`src/rtl/edge_cond_pkg.sv`:
```
package edge_cond_pkg;

  // Edge events produced by the datapath after synchronization.
  typedef struct packed {
    logic fall;
    logic rise;
    logic dataHigh;
  } line_events_t;

  // Strobes from control to datapath.
  typedef struct packed {
    logic setFall;
    logic setRise;
    logic clrFall;
    logic clrRise;
    logic selFall;
    logic selRise;
  } ctrl_strobes_t;

endpackage

```
`src/rtl/edge_cond_sync.sv`:
```
module edge_cond_sync #(
  parameter int STAGES = 2
) (
  input  logic clk,
  input  logic rstN,
  input  logic d,
  output logic q
);
  logic [STAGES-1:0] chain;

  generate
    if (STAGES == 1) begin : g_single
      always_ff @(posedge clk or negedge rstN) begin
        if (!rstN) chain <= '0;
        else       chain <= d;
      end
    end else begin : g_multi
      always_ff @(posedge clk or negedge rstN) begin
        if (!rstN) chain <= '0;
        else       chain <= {chain[STAGES-2:0], d};
      end
    end
  endgenerate

  assign q = chain[STAGES-1];
endmodule

```
`src/rtl/edge_cond_datapath.sv`:
```
module edge_cond_datapath
  import edge_cond_pkg::*;
#(
  parameter int SYNC_STAGES = 2,
  parameter int DATA_W      = 8
) (
  input  logic                clk,
  input  logic                rstN,
  input  logic                lineClk,
  input  logic                lineData,
  input  ctrl_strobes_t       strobes,
  output line_events_t        events,
  output logic                statusFall,
  output logic                statusRise,
  output logic                irqFall,
  output logic                irqRise,
  output logic [DATA_W-1:0]   busRdata
);
  localparam int PRIME_W = SYNC_STAGES + 1;

  logic clkSync, dataSync, clkPrev;
  logic [PRIME_W-1:0] primeSr;
  logic primed;

  edge_cond_sync #(.STAGES(SYNC_STAGES)) clkSync_i (
    .clk(clk), .rstN(rstN), .d(lineClk), .q(clkSync)
  );
  edge_cond_sync #(.STAGES(SYNC_STAGES)) dataSync_i (
    .clk(clk), .rstN(rstN), .d(lineData), .q(dataSync)
  );

  // Previous clock-line sample and a fill marker that stays low
  // until the synchronizer and the previous sample hold real data.
  always_ff @(posedge clk or negedge rstN) begin
    if (!rstN) begin
      clkPrev <= 1'b0;
      primeSr <= '0;
    end else begin
      clkPrev <= clkSync;
      primeSr <= {primeSr[PRIME_W-2:0], 1'b1};
    end
  end

  assign primed          = primeSr[PRIME_W-1];
  assign events.fall     = primed & clkPrev & ~clkSync;
  assign events.rise     = primed & ~clkPrev & clkSync;
  assign events.dataHigh = dataSync;

  // Sticky status: set beats clear.
  always_ff @(posedge clk or negedge rstN) begin
    if (!rstN) begin
      statusFall <= 1'b0;
      statusRise <= 1'b0;
      irqFall    <= 1'b0;
      irqRise    <= 1'b0;
    end else begin
      irqFall <= strobes.setFall;
      irqRise <= strobes.setRise;
      if (strobes.setFall)      statusFall <= 1'b1;
      else if (strobes.clrFall) statusFall <= 1'b0;
      if (strobes.setRise)      statusRise <= 1'b1;
      else if (strobes.clrRise) statusRise <= 1'b0;
    end
  end

  always_comb begin
    busRdata = '0;
    if (strobes.selFall)      busRdata[0] = statusFall;
    else if (strobes.selRise) busRdata[0] = statusRise;
  end
endmodule

```
`src/rtl/edge_cond_ctrl.sv`:
```
module edge_cond_ctrl
  import edge_cond_pkg::*;
#(
  parameter int          ADDR_W    = 4,
  parameter logic [ADDR_W-1:0] FALL_ADDR = 'h0,
  parameter logic [ADDR_W-1:0] RISE_ADDR = 'h1
) (
  input  logic              enable,
  input  logic [ADDR_W-1:0] busAddr,
  input  logic              busWr,
  input  logic              busRd,
  input  line_events_t      events,
  output ctrl_strobes_t     strobes
);
  logic hitFall, hitRise, qualified;

  assign hitFall   = (busAddr == FALL_ADDR);
  assign hitRise   = (busAddr == RISE_ADDR);
  assign qualified = enable & events.dataHigh;

  always_comb begin
    strobes.setFall = qualified & events.fall;
    strobes.setRise = qualified & events.rise;
    strobes.clrFall = busWr & hitFall;
    strobes.clrRise = busWr & hitRise;
    strobes.selFall = busRd & hitFall;
    strobes.selRise = busRd & hitRise;
  end
endmodule

```
`src/rtl/edge_cond_detector.sv`:
```
module edge_cond_detector
  import edge_cond_pkg::*;
#(
  parameter int                ADDR_W      = 4,
  parameter int                DATA_W      = 8,
  parameter int                SYNC_STAGES = 2,
  parameter logic [ADDR_W-1:0] FALL_ADDR   = 'h0,
  parameter logic [ADDR_W-1:0] RISE_ADDR   = 'h1
) (
  input  logic              clk,
  input  logic              rstN,
  input  logic              enable,
  input  logic              lineClk,
  input  logic              lineData,
  input  logic [ADDR_W-1:0] busAddr,
  input  logic              busWr,
  input  logic              busRd,
  output logic [DATA_W-1:0] busRdata,
  output logic              irqFall,
  output logic              irqRise
);
  line_events_t  events;
  ctrl_strobes_t strobes;
  logic          statusFall, statusRise;

  edge_cond_ctrl #(
    .ADDR_W(ADDR_W), .FALL_ADDR(FALL_ADDR), .RISE_ADDR(RISE_ADDR)
  ) ctrl_i (
    .enable(enable), .busAddr(busAddr), .busWr(busWr), .busRd(busRd),
    .events(events), .strobes(strobes)
  );

  edge_cond_datapath #(
    .SYNC_STAGES(SYNC_STAGES), .DATA_W(DATA_W)
  ) dp_i (
    .clk(clk), .rstN(rstN), .lineClk(lineClk), .lineData(lineData),
    .strobes(strobes), .events(events),
    .statusFall(statusFall), .statusRise(statusRise),
    .irqFall(irqFall), .irqRise(irqRise), .busRdata(busRdata)
  );
endmodule

```
`config.mk`:
```
export PLATFORM = sky130hd
export DESIGN_NAME = edge_cond_detector
export DESIGN_NICKNAME = d
export VERILOG_FILES = /design/src/rtl/edge_cond_pkg.sv /design/src/rtl/edge_cond_sync.sv /design/src/rtl/edge_cond_datapath.sv /design/src/rtl/edge_cond_ctrl.sv /design/src/rtl/edge_cond_detector.sv
export SDC_FILE = /design/constraint.sdc
export NUM_CORES = 1
export LEC_CHECK = 0
export ABC_AREA = 1
export BUFFER_PORTS_ARGS = -buffer_cell sky130_fd_sc_hd__buf_2
export CAP_MARGIN = 20
export CORE_AREA = 5 5 42 44
export DETAILED_ROUTE_END_ITERATION = 8
export DIE_AREA = 0 0 47 49
export PLACE_DENSITY = 0.72
export SLEW_MARGIN = 25
export SYNTH_ARGS = -nofsm -noshare
export SYNTH_HDL_FRONTEND = slang
export SYNTH_SLANG_ARGS = --single-unit
```
`constraint.sdc`:
```
create_clock -name clk -period 0.8 [get_ports clk]
set_input_delay 0.16 -clock clk [delete_from_list [all_inputs] [get_ports clk]]
set_output_delay 0.16 -clock clk [all_outputs]
set_load 0.02 [all_outputs]
```
# After elaboration in Yosys (flattened, before gate mapping)
# Cells that the tools add are included.
[totals]
inputBits = 11
wordCells = 31
reg_bits = 12
out_inout_bits = 10
[op_classes]
mux = 6
bitwise_logic = 13
n_reduce_logical = 3
n_eq_ne = 1
[op_table]
columns = ["cell", "n"]
rows = [
  ["1-bit AND", 11],
  ["1-bit 2-to-1 mux", 6],
  ["4-bit by 1-bit == test with 1-bit output (second input constant)", 1],
  ["4-bit logical NOT", 1],
  ["2-bit nonzero test", 2],
  ["1-bit inverter", 2],
]

# Longest topological paths before layout
# Gate-level depths: netlist (run 1).
[logic_depth]
depth_word = 5
ltp_mapped = 5
depth_no_buf = 5

# Modules after synthesis
# A second synthesis (run 1) with hierarchy kept.
[unflattened]
cells_unflattened = 48
hier_area_um2 = 489.2
[by_module_without_submodules]
columns = ["module", "cells_per_inst", "area_per_inst_um2", "instances"]
rows = [
  ["edge_cond_datapath", 30, 329.1, 1],
  ["edge_cond_sync", 2, 50.0, 2],
  ["edge_cond_ctrl", 14, 60.1, 1],
]

# Least setup slack after synthesis (run 1)
# No wires, ideal clock.
[synth_timing]
path_type = "register to output"
from = "reg dp_i.statusFall"
to = "out busRdata[0]"
path_stages_with_launch = 3
t_arrival_ns = 0.578
path_buffers = 0
setup_slack_ns = 0.062
required_ns = 0.640
path_cell_list = "dfrtp_1 nand4_1 nand2_1"
[synth_between]
elab_chain_len = 1
[synth_lines]
columns = ["item", "line_no", "rtl"]
rows = [
  ["start: declaration", "edge_cond_datapath.sv:13", "output logic statusFall,"],
  ["start signal: assignment", "edge_cond_datapath.sv:52", "statusFall <= 1'b0;"],
  ["start signal: assignment", "edge_cond_datapath.sv:59", "if (strobes.setFall) statusFall <= 1'b1;"],
  ["start signal: assignment", "edge_cond_datapath.sv:60", "else if (strobes.clrFall) statusFall <= 1'b0;"],
  ["1-bit 2-to-1 mux", "edge_cond_datapath.sv:68", "if (strobes.selFall) busRdata[0] = statusFall;"],
  ["end: declaration", "edge_cond_detector.sv:18", "output logic [DATA_W-1:0] busRdata,"],
]
# No other way between the ends.

# Final worst setup path (run 1)
# Same ends and word-level chain as after synthesis.

==> results of run 1 <==
-- synthesized netlist by cell type --
| cell type | n |
|---|---|
| nand3_1 | 2 |
| nor2_1 | 2 |
| nand2_1 | 8 |
| inv_1 | 5 |
| conb_1 | 2 |
| buf_4 | 7 |
| dfrtp_1 | 12 |
| nand4_1 | 3 |
| nor2_2 | 2 |
-- what timing repair did --
action                                  in CTS  in global routing
resized for setup                            6                  0
cloned                                       0                  0
pin swaps                                    2                  0
buffers inserted                             0                  0
endpoints found under the hold margin       14                  0
hold buffers                                 3                  0
endpoints found under the setup margin       3                  3
-- flip-flops by register name (all words and copies together) (netlist names) --
register	flops
dp_i.dataSync_i.chain	2
dp_i.statusFall	1
dp_i.clkPrev	1
dp_i.irqRise	1
dp_i.irqFall	1
dp_i.primeSr	3
dp_i.clkSync_i.chain	2
dp_i.statusRise	1
-- worst min-delay path: cells and delay by family --
kind	cells	cell delay, ns
and+or+nand+nor	3	0.17
buffers and inverters	1	0.09
-- report_power, final --
| part | switching [mW] | total [mW] | internal, mW |
|---|---|---|---|
| Sequential | 0.0193 | 0.670 | 0.651 |
| Clock | 0.172 | 0.345 | 0.173 |
| Combinational | 0.0796 | 0.131 | 0.0514 |
| Total | 0.271 | 1.15 | 0.876 |
-- final cells by class --
cell class	instances	area share [%]
multi-input combinational	25	18.4
timing repair buffer	17	20.5
clock buffer	3	3.81
tap	16	3.38
inverter	5	3.17
sequential	12	50.7
-- worst paths after layout --
path,from,to,slack [ns],depth (start not counted)
hold reg to reg,dp_i.clkSync_i.chain[0]$_DFF_PN0_,dp_i.clkSync_i.chain[1]$_DFF_PN0_,0.35,0
setup reg to reg,dp_i.primeSr[2]$_DFF_PN0_,dp_i.statusFall$_DFFE_PN0P_,0.08,4
max in group asynchronous,rstN,dp_i.irqRise$_DFF_PN0_,0.30,2
hold / removal,busWr,dp_i.statusRise$_DFFE_PN0P_,0.19,4
setup / recovery,dp_i.statusFall$_DFFE_PN0P_,busRdata[0],-0.28,3
min in group asynchronous,rstN,dp_i.primeSr[1]$_DFF_PN0_,0.29,2
-- cells by family after synthesis --
| family | Yosys count |
|---|---|
| simple gates | 17 |
| flops | 12 |
| buf+inv | 12 |
| other cells | 2 |
-- routing by layer --
metal	routed length, µm	share of wire [%]	vias up
met5	0	0	-
met4	0	0	0
met3	101	14	0
met2	365	51	15
met1	242	34	152
li1	-	-	155
==> flow_metrics.py, run 1 <==
metrics = {
    "critical_path": {
        "path_class": "flop to primary output",
        "critPathCaptureType": "primary output",
        "slowest_stage": "dfrtp_1",
        "cp_max_fo": 2,
        "start_kind": "flop",
        "cpLargestDelayFamily": "flip-flops",
        "crit_required_ns": 0.64,
        "cp.arrival_ns": 0.92,
        "path_cells": "nand4_1 > nand2_1 > buf_6",
        "crit_path_max_incr_delay_ns": 0.38,
        "cp_num_buf_inv": 1,
    },
    "yosys": {
        "syn_area_per_cell_um2": 10.6,
        "netlist_area_um2": 458,
        "ys_types": 9,
        "synth-simple-area-share_pct": 17.2,
        "synth_top_area_share_pct": 65.6,
        "synthXorXnorAreaFrac_pct": 0,
        "synth_compound_area_share_pct": 0,
        "synth_fa_ha_area_share_pct": 0,
        "syn_inst": 43,
        "synth_area_leaders": "dfrtp_1 66%, buf_4 11%, nand2_1 6.6%",
        "synth_warnings": 0,
        "post-synth-top-area-cell": "dfrtp_1",
        "synthMuxAreaShare_pct": 0,
        "ys_seq_elements": 12,
        "synth_seq_area_share_pct": 65.6,
        "synth_top_family_by_area": "simple AND/OR/NAND/NOR gates",
    },
    "status": {
        "status": "finished with violations",
        "violations": "negative setup slack",
    },
    "power": {
        "peakVddDrop_v": 0.000851,
        "p_per_area_mw_per_mm2": 1940,
        "p_leak_nw": 0.336,
        "p_total_mw": 1.15,
    },
    "flow_run": {
        "drv_cap": 0,
    },
    "grt": {
        "use_met3_pct": 2.21,
        "grt_busiest_layer": "met2",
        "antenna_found_initial": 0,
        "grt_usage_pct": 7.15,
        "grt_pass1_vias": 313,
        "grt_use_met2_pct": 11.5,
        "gr-usage-met1_pct": 7.83,
        "grt_max_degree": 13,
        "grt_pass1_wl_um": 1180,
        "grt_overflow": 0,
    },
    "sta": {
        "max_clock_freq_mhz": 926,
        "rsz0062_at_grt": "yes",
        "finalHoldViolCount": 0,
        "setup_viol": 3,
        "period_needed_ns": 1.08,
        "timing.final.ws_setup_ns": -0.280,
        "skew_ns": 0.00484,
        "setup_tns_ns": -0.532,
        "slew_viol_final": 0,
        "finalCritPeriodShare_pct": 135,
        "hold_ws_ns": 0.188,
    },
    "placement": {
        "place_congestion": 0.629,
        "post-place-ws_ns": -0.0994,
        "dpl.hpwl_um": 560,
        "postPlaceCellArea_um2": 520,
        "place_inst": 72,
        "portBuffers": 13,
    },
    "route": {
        "ant_nets": 0,
        "detail_route.wl_per_cell_um": 9.10,
        "drt_wl_total_um": 710,
        "vias": 322,
        "viasPerCell": 4.13,
        "dr.pass1.iters": 2,
        "drcViolationCount": 0,
        "drt-initial-drc-count": 1,
    },
    "floorplanning": {
        "die-width_um": 47,
        "die_area_mm2": 0.00230,
        "die_h_um": 49,
        "core_mm2": 0.00140,
        "ioPinCount": 21,
        "rows": 14,
        "initial_core_util_pct": 32.7,
    },
    "clocking": {
        "clk_pin_slew_ns": 0.07,
        "clock_path_buffers": 2,
        "cts_root_buffer": "clkbuf_4",
        "numCtsBuffers": 3,
        "cts_tree": "built",
        "cts_sinks": 12,
        "h-tree-depth": 1,
        "worstSkewPairLatency_ns": 0.26,
    },
    "layout": {
        "fillerInstances": 143,
        "finalNonFillerCells": 78,
        "drive_gt1_share_pct": 30.6,
        "fin_area_um2": 592,
        "antenna_cells": 0,
        "post-route-util_pct": 42.2,
        "syn_to_final_growth_pct": 29.2,
        "fin_nets": 75,
        "layout_commonest_cell": "dfrtp_1",
        "mostFrequentLayoutCells": "12 x dfrtp_1, 10 x buf_2, 8 x nand2_1, 8 x conb_1, 5 x inv_1",
        "seq_area_um2": 300,
        "multi_input_area_um2": 109,
    },
    "worst_hold_path": {
        "hold_class": "primary input to flop",
    },
}
Note: power is estimated with default switching activity, not from simulation.
==> run 2, diff against run 1 <==
==> constraint.sdc (replaced) <==
create_clock -name clk -period 0.8 [get_ports clk]
set_input_delay 0.08 -clock clk [delete_from_list [all_inputs] [get_ports clk]]
set_output_delay 0.08 -clock clk [all_outputs]
set_load 0.02 [all_outputs]
==> flow_metrics.py, run 2 (synthesis results as in run 1) <==
metrics = {
    "status": {
        "status": "finished with violations",
        "violations": "negative setup slack",
    },
    "worst_hold_path": {
        "worst_hold_path.num_cells": 4,
        "hold_start": "busWr",
        "hold_class": "primary input to flop",
    },
    "sta": {
        "rsz0062_at_grt": "yes",
        "setup_viol": 3,
        "finalHoldViolCount": 0,
        "skew_ns": 0.00202,
        "period_needed_ns": 1.00,
        "setup_tns_ns": -0.289,
        "timing.final.ws_setup_ns": -0.202,
        "max_clock_freq_mhz": 998,
        "slew_viol_final": 0,
        "finalCritPeriodShare_pct": 125,
    },
    "placement": {
        "portBuffers": 13,
        "postPlaceCellArea_um2": 513,
        "dpl.hpwl_um": 527,
        "post-place-ws_ns": 0.0514,
        "place_congestion": 0.605,
    },
    "power": {
        "p_per_area_mw_per_mm2": 2100,
        "p_total_mw": 1.27,
        "peakVddDrop_v": 0.00104,
        "p_leak_nw": 0.343,
    },
    "clocking": {
        "cts_root_buffer": "clkbuf_4",
        "worstSkewPairLatency_ns": 0.26,
        "cts_tree": "built",
        "numCtsBuffers": 3,
        "cts_sinks": 12,
        "clock_path_buffers": 2,
        "h-tree-depth": 1,
        "clk_pin_slew_ns": 0.07,
    },
    "layout": {
        "reg.largest.list": "dp_i.primeSr: 3 flops, dp_i.clkSync_i.chain: 2 flops, dp_i.dataSync_i.chain: 2 flops",
        "largest_reg_flops": 3,
        "regMostFlops": "dp_i.primeSr",
        "fin_nets": 75,
        "layout_commonest_cell": "dfrtp_1",
        "antenna_cells": 0,
        "post-route-util_pct": 43.2,
        "drive_gt1_share_pct": 31.7,
        "syn_to_final_growth_pct": 32.2,
        "fin_area_um2": 606,
        "mostFrequentLayoutCells": "12 x dfrtp_1, 10 x buf_2, 8 x nand2_1, 8 x conb_1, 5 x inv_1",
    },
    "flow_run": {
        "drv_cap": 0,
    },
    "floorplanning": {
        "die-width_um": 47,
        "rows": 14,
        "ioPinCount": 21,
        "die_area_mm2": 0.00230,
        "die_h_um": 49,
        "initial_core_util_pct": 32.7,
        "core_mm2": 0.00140,
    },
    "grt": {
        "grt_busiest_layer": "met2",
        "grt_pass1_vias": 323,
        "use_met3_pct": 2.21,
        "grt_usage_pct": 7.45,
        "grt_pass1_wl_um": 1190,
        "gr-usage-met1_pct": 7.19,
        "grt_max_degree": 13,
        "antenna_found_initial": 0,
        "grt_overflow": 0,
        "grt_use_met2_pct": 11.8,
    },
    "critical_path": {
        "r2r-start": "dp_i.dataSync_i.chain[1]$_DFF_PN0_",
        "cp.arrival_ns": 0.92,
        "start_kind": "flop",
        "cp_num_buf_inv": 1,
        "slowest_stage": "dfrtp_1",
        "path_cells": "nand4_1 > nand2_1 > buf_6",
        "path_class": "flop to primary output",
        "cp.depth": 3,
        "rrSetupSlack_ns": 0.09,
        "crit_required_ns": 0.72,
        "cpLargestDelayFamily": "flip-flops",
        "ff2ff_path_depth": 4,
        "critPathCaptureType": "primary output",
        "crit_start": "dp_i.statusFall$_DFFE_PN0P_",
        "crit_path_max_incr_delay_ns": 0.38,
        "cp_max_fo": 2,
    },
    "route": {
        "drcViolationCount": 0,
        "vias": 325,
        "ant_nets": 0,
        "detail_route.wl_per_cell_um": 9.01,
        "viasPerCell": 4.11,
        "dr.pass1.iters": 2,
        "drt_wl_total_um": 712,
        "drt-initial-drc-count": 1,
    },
}
run 2: changes by cell type in the layout (fill, tap and decap cells not counted), sizes merged:
cell / change
clkbuf: +1
run 2: layout make-up:
cell class	count	area (µm²)
fillers	146	796
flip-flops and latches	12	300
inverters	5	18.8
multi-input cells	25	109
repair buffers	17	121
clock buffers	4	36.3
well taps	16	20.0
run 2: path summary, 6_finish.rpt:
check,endpoint
setup / recovery,busRdata[0]
hold / removal,dp_i.statusRise$_DFFE_PN0P_
setup reg to reg,dp_i.statusRise$_DFFE_PN0P_
hold reg to reg,dp_i.primeSr[1]$_DFF_PN0_
max in group asynchronous,dp_i.statusRise$_DFFE_PN0P_
min in group asynchronous,dp_i.primeSr[0]$_DFF_PN0_
run 2: what timing repair did:
action                     in CTS  in global routing
resized for setup               6                  0
pin swaps                       2                  1
setup endpoints to repair       3                  3
gates cloned                    0                  0
hold buffers                    3                  0
setup buffers                   0                  1
hold endpoints to repair       14                  0
run 2: where the power goes:
group | internal (mW) | switching (mW)
combinational | 0.0614 | 0.0823
sequential | 0.651 | 0.0201
clock | 0.276 | 0.184
run 2: tightest hold or removal path: cells and delay by family:
| kind | cells | cell delay, ns |
|---|---|---|
| buffers and inverters | 1 | 0.09 |
| and+or+nand+nor | 3 | 0.16 |
run 2: routing by layer:
metal	share of wire (%)	wire [µm]
met3	11	77
met4	0.56	4
met1	35	246
met5	0	0
met2	54	384
run 2: through the flow:
stage / hold slack (ns) / instances
6_report: 0.110 / 79
5_1_grt: 0.153 / 79
3_3_place_gp: -0.0397 / 71
3_5_place_dp: -0.0346 / 71
2_1_floorplan: -0.216 / 49
4_1_cts: 0.0985 / 78
